===== config.mk =====
export PLATFORM = sky130hd
export DESIGN_NAME = intr_router
export DESIGN_NICKNAME = d
export VERILOG_FILES = /design/src/rtl/intr_router_pkg.sv /design/src/rtl/intr_pin_slot.sv /design/src/rtl/intr_pick.sv /design/src/rtl/intr_router.sv
export SDC_FILE = /design/constraint.sdc
export NUM_CORES = 2
export LEC_CHECK = 0
export ABC_AREA = 0
export BUFFER_PORTS_ARGS = -buffer_cell sky130_fd_sc_hd__buf_2
export CORE_MARGIN = 4
export CORE_UTILIZATION = 30
export CTS_BUF_LIST = sky130_fd_sc_hd__clkbuf_4 sky130_fd_sc_hd__clkbuf_8
export CTS_CLUSTER_DIAMETER = 50
export DETAILED_ROUTE_END_ITERATION = 8
export GPL_TIMING_DRIVEN = 1
export PLACE_DENSITY = 0.49
export SLEW_MARGIN = 10
export SYNTH_ARGS = -nofsm -noshare
export SYNTH_HDL_FRONTEND = slang
export SYNTH_SLANG_ARGS = --single-unit

===== constraint.sdc =====
create_clock -name clk -period 2.8 [get_ports clk]
set_clock_uncertainty 0.15 [all_clocks]
set_input_delay 0.42 -clock clk [delete_from_list [all_inputs] [get_ports clk]]
set_output_delay 0.42 -clock clk [all_outputs]
set_load 0.01 [all_outputs]

===== src/rtl/intr_router_pkg.sv =====
package intr_router_pkg;
    localparam int ENTRY_W  = 64;
    localparam int VEC_W    = 8;
    localparam int VEC_LSB  = 0;
    localparam int MODE_W   = 3;
    localparam int MODE_LSB = 8;
    localparam int DSTM_BIT = 11;
    localparam int RIRR_BIT = 14;
    localparam int TRIG_BIT = 15;
    localparam int MASK_BIT = 16;
    localparam int DEST_W   = 8;
    localparam int DEST_LSB = 56;

    localparam logic [MODE_W-1:0] MODE_EXTERNAL = 3'b111;

    typedef enum logic [0:0] {
        ST_IDLE = 1'b0,
        ST_SEND = 1'b1
    } fsm_e;

    typedef struct packed {
        logic [DEST_W-1:0] dest;
        logic              dest_mode;
        logic [MODE_W-1:0] mode;
        logic [VEC_W-1:0]  vector;
        logic              trig;
    } msg_t;
endpackage


===== src/rtl/intr_pin_slot.sv =====
module intr_pin_slot
    import intr_router_pkg::*;
(
    input  logic               clk,
    input  logic               rst_n,
    input  logic               wr_en,
    input  logic [ENTRY_W-1:0] wr_data,
    input  logic               req_hit,
    input  logic               req_level,
    input  logic               eoi_valid,
    input  logic [VEC_W-1:0]   eoi_vec,
    input  logic               commit,
    output msg_t               msg,
    output logic               eligible
);
    logic [VEC_W-1:0]  vec_q;
    logic [MODE_W-1:0] mode_q;
    logic [DEST_W-1:0] dest_q;
    logic              dstm_q, trig_q, mask_q, pend_q, rirr_q;
    logic              pend_d, rirr_d, eoi_match;

    assign eoi_match = eoi_valid && rirr_q && (vec_q == eoi_vec);

    always_comb begin
        pend_d = pend_q;
        if (trig_q) begin
            if (req_hit) pend_d = req_level;
        end else begin
            if (commit) pend_d = 1'b0;
            if (req_hit && req_level && !mask_q) pend_d = 1'b1;
        end
        rirr_d = (rirr_q && !eoi_match) || (commit && trig_q);
    end

    always_ff @(posedge clk) begin
        if (!rst_n) begin
            vec_q  <= '0;
            mode_q <= '0;
            dest_q <= '0;
            dstm_q <= 1'b0;
            trig_q <= 1'b0;
            mask_q <= 1'b1;
            pend_q <= 1'b0;
            rirr_q <= 1'b0;
        end else begin
            pend_q <= pend_d;
            rirr_q <= rirr_d;
            if (wr_en) begin
                vec_q  <= wr_data[VEC_LSB +: VEC_W];
                mode_q <= wr_data[MODE_LSB +: MODE_W];
                dest_q <= wr_data[DEST_LSB +: DEST_W];
                dstm_q <= wr_data[DSTM_BIT];
                trig_q <= wr_data[TRIG_BIT];
                mask_q <= wr_data[MASK_BIT];
            end
        end
    end

    assign eligible = pend_q && !mask_q && (!trig_q || !rirr_q);
    assign msg = '{dest: dest_q, dest_mode: dstm_q, mode: mode_q,
                   vector: vec_q, trig: trig_q};
endmodule


===== src/rtl/intr_pick.sv =====
module intr_pick #(
    parameter  int N = 24,
    localparam int W = $clog2(N)
) (
    input  logic [N-1:0] req,
    output logic         found,
    output logic [W-1:0] idx
);
    always_comb begin
        found = 1'b0;
        idx   = '0;
        for (int i = N - 1; i >= 0; i--) begin
            if (req[i]) begin
                found = 1'b1;
                idx   = W'(i);
            end
        end
    end
endmodule


===== src/rtl/intr_router.sv =====
module intr_router
    import intr_router_pkg::*;
#(
    parameter  int NUM_PINS = 24,
    parameter  int LINE_W   = 8,
    localparam int PIN_W    = $clog2(NUM_PINS)
) (
    input  logic               clk,
    input  logic               rst_n,
    input  logic               req_valid,
    input  logic [LINE_W-1:0]  req_line,
    input  logic               req_level,
    input  logic               ent_wr,
    input  logic [PIN_W-1:0]   ent_idx,
    input  logic [ENTRY_W-1:0] ent_wdata,
    input  logic               eoi_valid,
    input  logic [VEC_W-1:0]   eoi_vector,
    input  logic [VEC_W-1:0]   ext_vec,
    input  logic               dlv_ready,
    output logic               dlv_valid,
    output logic [DEST_W-1:0]  dlv_dest,
    output logic               dlv_dest_mode,
    output logic [MODE_W-1:0]  dlv_mode,
    output logic [VEC_W-1:0]   dlv_vector,
    output logic               dlv_trig,
    output logic               ext_vec_req
);
    localparam logic [LINE_W-1:0] REROUTE_PIN = LINE_W'(2);

    fsm_e                state_q, state_d;
    msg_t                msg_q;
    msg_t                msg_arr [NUM_PINS];
    logic [NUM_PINS-1:0] eligible_vec, commit_vec;
    logic [LINE_W-1:0]   line_eff;
    logic                line_ok, found, commit_en;
    logic [PIN_W-1:0]    pick_idx;

    assign line_eff = (req_line == '0) ? REROUTE_PIN : req_line;
    assign line_ok  = req_valid && (line_eff < LINE_W'(NUM_PINS));

    for (genvar g = 0; g < NUM_PINS; g++) begin : g_pin
        intr_pin_slot u_slot (
            .clk       (clk),
            .rst_n     (rst_n),
            .wr_en     (ent_wr && (ent_idx == PIN_W'(g))),
            .wr_data   (ent_wdata),
            .req_hit   (line_ok && (line_eff == LINE_W'(g))),
            .req_level (req_level),
            .eoi_valid (eoi_valid),
            .eoi_vec   (eoi_vector),
            .commit    (commit_vec[g]),
            .msg       (msg_arr[g]),
            .eligible  (eligible_vec[g])
        );
    end

    intr_pick #(.N(NUM_PINS)) u_pick (
        .req   (eligible_vec),
        .found (found),
        .idx   (pick_idx)
    );

    assign commit_en  = found && ((state_q == ST_IDLE) || dlv_ready);
    assign commit_vec = commit_en ? (NUM_PINS'(1) << pick_idx) : '0;

    always_comb begin
        state_d = state_q;
        unique case (state_q)
            ST_IDLE: if (found) state_d = ST_SEND;
            ST_SEND: if (dlv_ready) state_d = found ? ST_SEND : ST_IDLE;
            default: state_d = ST_IDLE;
        endcase
    end

    always_ff @(posedge clk) begin
        if (!rst_n) state_q <= ST_IDLE;
        else        state_q <= state_d;
    end

    always_ff @(posedge clk) begin
        if (!rst_n)         msg_q <= '0;
        else if (commit_en) msg_q <= msg_arr[pick_idx];
    end

    assign dlv_valid     = (state_q == ST_SEND);
    assign dlv_dest      = msg_q.dest;
    assign dlv_dest_mode = msg_q.dest_mode;
    assign dlv_mode      = msg_q.mode;
    assign dlv_trig      = msg_q.trig;
    assign dlv_vector    = (msg_q.mode == MODE_EXTERNAL) ? ext_vec : msg_q.vector;
    assign ext_vec_req   = dlv_valid && (msg_q.mode == MODE_EXTERNAL);
endmodule


Word level (Yosys, flattened, before mapping) --
Index checks and enable logic that the tools add are counted. Widths: inputs -> output; s select.
Word-level totals: flip-flop bits (word level) 598, output and inout bits 23
Cells by class: equality and inequality tests 95, shift-type cells 1, mux-type cells 153, reduce and logical (&&, ||, !) cells 439, bitwise gates (word level) 2, $lt $le $gt $ge 2
Operator list (number):
- $logic_and 1x1->1 | 243
- $eq 8x8->1 | 24
- $mux 1 | 122
- $mux 5 | 24
- $bmux 21 s5 | 1
- $logic_not 1->1 | 96
- $reduce_bool 3->1 | 24
- $eq 8x4->1 const B | 8
- $eq 8x5->1 const B | 8
- $logic_or 1x1->1 | 49
- $ne 2x1->1 const B | 24
- $reduce_and 2->1 | 24
- $mux 21 | 2
- $eq 5x4->1 const B | 8
- $eq 5x5->1 const B | 8
- $eq 8x3->1 const B | 4
- $mux 24 | 1
- $shl 1x5->24 const A | 1
- $eq 5x3->1 const B | 4
- $eq 8x2->1 const B | 2
- $logic_not 8->1 | 2
- $mux 8 | 2
- $eq 5x2->1 const B | 2
- $eq 8x1->1 const B | 1
- 8 further kinds | 8

Logic depth before layout (Yosys ltp) --
word-level depth 32, depth in mapped cells 13, gate-level depth less buffers 10

By module --
From an unflattened synthesis, not the netlist that was laid out.
Second synthesis, totals: cell total of the unflattened synthesis 2877, area, all modules 31326.3 um^2
Modules (own cells, without submodules):
- intr_pin_slot | cells each 95, area each 1064.8 um^2, seq. area each 480.5 um^2, times used 24
- intr_router | cells each 550, area each 5480.3 um^2, seq. area each 440.4 um^2, times used 1
- intr_pick | cells each 47, area each 291.5 um^2, seq. area each 0.0 um^2, times used 1

Worst setup path before layout --
No wires, ideal clock.
path type register to register, start point register g_pin[10].u_slot.trig_q, end point register msg_q (netlist bit dlv_dest[5]), cell stages (with the launch flop) 12, data arrival time 2.615 ns, path slack -0.085 ns, required time 2.530 ns, clock period less this slack 2.885 ns, buffers on the path 2, path through dfxtp_1 -> and2_1 -> o211ai_2 -> a21oi_1 -> or4_4 -> o221a_2 -> buf_2 -> buf_2 -> a221o_1 -> a221oi_1 -> nor3_1 -> a211o_1
Between the ends: longest elaborated chain between the ends 18, elaborated cells between the ends (all ways) 30, those cells by class mux (25); bitwise (1); reduce/logical (4)
RTL lines:
- start: declaration | line intr_pin_slot.sv:19 | logic dstm_q, trig_q, mask_q, pend_q, rirr_q;
- start signal: assignment | line intr_pin_slot.sv:53 | trig_q <= wr_data[TRIG_BIT];
- $logic_not 1->1 (*) | line intr_pin_slot.sv:59 | assign eligible = pend_q && !mask_q && (!trig_q || !rirr_q);
- $logic_or 1x1->1 (*) | line intr_pin_slot.sv:59
- $logic_and 1x1->1 (*) | line intr_pin_slot.sv:59
- $mux 5 (11 in a row) | line intr_pick.sv:13 | if (req[i]) begin
- $not 5->6 (not written as such) | line intr_router.sv:82 | else if (commit_en) msg_q <= msg_arr[pick_idx];
- $bmux 21 s5 | line intr_router.sv:82
- $mux 21 (not written as such) (2 in a row) | line intr_router.sv:82
- end signal: assignment | line intr_router.sv:82
- end: declaration | line intr_router.sv:31 | msg_t msg_q;
Every way passes the cells marked *; elsewhere a longest branch is shown, timed or not. The select of a mux whose other input is x is not followed. A chain may end at the register's enable or synchronous reset.

Worst setup path after layout --
start point register g_pin[21].u_slot.pend_q, end point register msg_q (netlist bit dlv_dest[1])
Between the ends: longest elaborated chain between the ends 28, elaborated cells between the ends (all ways) 51, those cells by class mux (47); bitwise (1); reduce/logical (3)
RTL lines:
- start: declaration | line intr_pin_slot.sv:19
- start signal: assignment | line intr_pin_slot.sv:46 | pend_q <= pend_d;
- $logic_and 1x1->1 (*) (2 in a row) | line intr_pin_slot.sv:59
- $mux 5 (22 in a row) | line intr_pick.sv:13
- $not 5->6 (not written as such) | line intr_router.sv:82
- $bmux 21 s5 | line intr_router.sv:82
- $mux 21 (not written as such) (2 in a row) | line intr_router.sv:82
Marked as above.

==> flow_summary.toml <==
[worst_hold_path]
worstHoldPathCells = 3
hp-class = "in -> reg"

[timing]
max_freq_mhz = 300
rsz0062_at_grt = "true"
final-hold-violation-count = 0
post-route-min-period_ns = 3.33
slew_headroom = 0.398
setup_viol = 43
finalCritPeriodShare = 1.19
worst_slew_pin_slew_ns = 0.902
slew_viol_final = 0
setup_slack_ns = -0.528

[run_status]
violations = "negative setup slack"
status = "complete, but fails checks"

[final_layout]
final_cells = 5532
final_area_um2 = 38000
drive_gt1_frac = 0.250
final_cell_mix = "nand2_1, dfxtp_1, a21oi_1"
area_growth_pct = 33.7
ff_latch_area_um2 = 12000
layout_commonest_cell = "nand2_1"
multi_input_area_um2 = 16300
nFillCells = 9489
nets = 4289

[worst_setup_path]
cp.required_ns = 3.29
critical-path-max-stage-delay_ns = 0.44
crit_top_cell = "buf_12"
crit_buf_inv = 5
path_cells = "nor2b_4 > buf_6 > a22o_1 > o211ai_1 > a211oi_4 > buf_12 > o21ai_4 > nor3_4 > buf_6 > buf_12 > buf_12 > a222oi_1 > a311oi_2 > a221o_1"
critPathCaptureType = "flop"
critPathKind = "reg -> reg"
cp_top_family = "compound AO/OA/AOI/OAI gates"
cpMaxStageDelayCell = "a222oi_1"
critical_path.startpoint_type = "flop"
arrival_ns = 3.82
rr_worst_depth = 14
critical_path_peak_fanout = 7
path_depth = 14

[power_and_ir_drop]
ir_drop_v = 0.000308
p_per_area_nw_per_um2 = 501
leakagePower_nw = 13.8
finalPower_mw = 19.1

[route]
drt-total-wl_um = 139000
vias = 30500
postRouteAntennaNets = 0
drcViolationCount = 0
wl_per_cell_um = 25.1
drt_pass1_iterations = 6
via_per_inst = 5.52
drtIter0Drc = 3116

[synthesis]
syn_area_um2 = 28500
syn_nets = 3896
synth_top_cell_by_area = "dfxtp_1"
synth-seq-cells = 598
synthFlopType = "dfxtp_1"
syn_avg_cell_area_um2 = 7.50
async_flop_share = 0
netlist.area_leader.share = 0.421
syn_inst = 3796
seq_area_frac_synth = 0.421
ys_top_cells_by_area = "dfxtp_1, nand2_1, a21oi_1"
synth_warnings = 0
synth_edf_count = 0
yosysUniqueCellTypes = 87

[floorplanning]
fp.dieH_um = 316
rows = 112
die_area_um2 = 99800
start_util = 0.304
die_w_um = 316
top_level_ports = 123
fp.coreArea_um2 = 93700

[placement]
place_area_um2 = 33600
io_buffer_count = 80
place_ws_ns = -0.772
dpl.hpwl_um = 95900
placedCellCount = 5276
gp_routability_congestion = 0.913

[global_route]
track_usage = 0.271
grt_pass1_wl_um = 201000
grt_pass1_vias = 29000
grt_start_max_net_pins = 58
grt_overflow = 0
antenna_found_initial = 7

[job]
cap_violations = 0

[clock_network]
numCtsBuffers = 112
cts_tree = "done"
htreeDepth = 3
path_clk_slew_ns = 0.06
clk_latency_ns = 0.78
cts_sinks = 598
root_buffer = "clkbuf_8"
cts_buffer_depth = 3
-- worst paths after layout --
check / start / to / slack, ns
hold reg to reg: g_pin[15].u_slot.mode_q[1] / g_pin[15].u_slot.mode_q[1] / 0.30
setup reg to reg: g_pin[21].u_slot.pend_q / dlv_dest[1] / -0.53
setup / recovery: g_pin[21].u_slot.pend_q / dlv_dest[1] / -0.53
hold / removal: ent_wdata[59] / g_pin[16].u_slot.dest_q[3] / 0.06
-- through the flow --
| stage | TNS (ns) | hold slack, ns | utilization |
|---|---|---|---|
| 2_1_floorplan | -0.103 | 0.281 | - |
| 3_3_place_gp | -24.57 | 0.289 | 0.358 |
| 3_5_place_dp | -26.24 | 0.294 | 0.358 |
| 4_1_cts | -12.78 | 0.00442 | 0.400 |
| 5_1_grt | -15.95 | 0.0345 | 0.406 |
| 6_report | -11.90 | 0.0552 | 0.406 |
-- Yosys cell counts, drive strengths merged (29+ instances only) --
library cell and instances:
nand2 1195, a21oi 599, dfxtp 598, clkbuf 250
xor2 168, nor2 111, nand3 87, buf 78
o21ai 75, a221oi 58, a22oi 45, o22ai 39
nor3 37, o211ai 32, o221ai 32, a221o 29
-- logic make-up after synthesis --
kind of cell | synth area share
compound gates | 0.237
xor+xnor | 0.0591
buf+inv | 0.0519
flops | 0.421
mux | 0.00317
simple gates | 0.228
-- power breakdown --
| group | switching (mW) | internal, mW |
|---|---|---|
| registers | 0.0468 | 8.57 |
| clock network | 4.03 | 5.35 |
| logic | 0.781 | 0.297 |
-- repair_timing --
item / CTS / global route
setup endpoints to repair: 68 / 66
buffers inserted: 37 / 8
resized for setup: 195 / 107
hold buffers: 5 / 0
gates cloned: 6 / 1
pin swaps: 76 / 85
endpoints found under the hold margin: 13 / 0
-- registers in the layout (all words and copies together) (netlist names) --
| register | cells |
|---|---|
| dlv_dest | 8 |
| g_pin.u_slot.trig_q | 24 |
| g_pin.u_slot.pend_q | 24 |
| g_pin.u_slot.rirr_q | 24 |
| g_pin.u_slot.dstm_q | 24 |
| g_pin.u_slot.vec_q | 192 |
| g_pin.u_slot.mask_q | 24 |
| dlv_valid | 1 |
| dlv_dest_mode | 1 |
| dlv_mode | 3 |
| dlv_trig | 1 |
| msg_q | 8 |
| g_pin.u_slot.dest_q | 192 |
| g_pin.u_slot.mode_q | 72 |
-- area by class of cell --
| class | count | share of cell area |
|---|---|---|
| Antenna cell | 4 | 0.000263 |
| Multi-Input combinational cell | 2844 | 0.428 |
| Clock inverter | 18 | 0.00645 |
| Timing Repair Buffer | 607 | 0.148 |
| Inverter | 26 | 0.00276 |
| Clock buffer | 181 | 0.0581 |
| Tap cell | 1254 | 0.0412 |
| Sequential cell | 598 | 0.315 |
-- routing by layer --
layer	track usage	wire length, um
met5	0	43
met1	0.353	57200
met3	0.0449	11200
met2	0.435	62900
met4	0.137	7690
-- tightest hold or removal path, stage by stage --
cell	delay, ns
buf_2	0.31
nand2_1	0.14
a21oi_1	0.05
No activity file was read; power rests on OpenSTA's default activity.
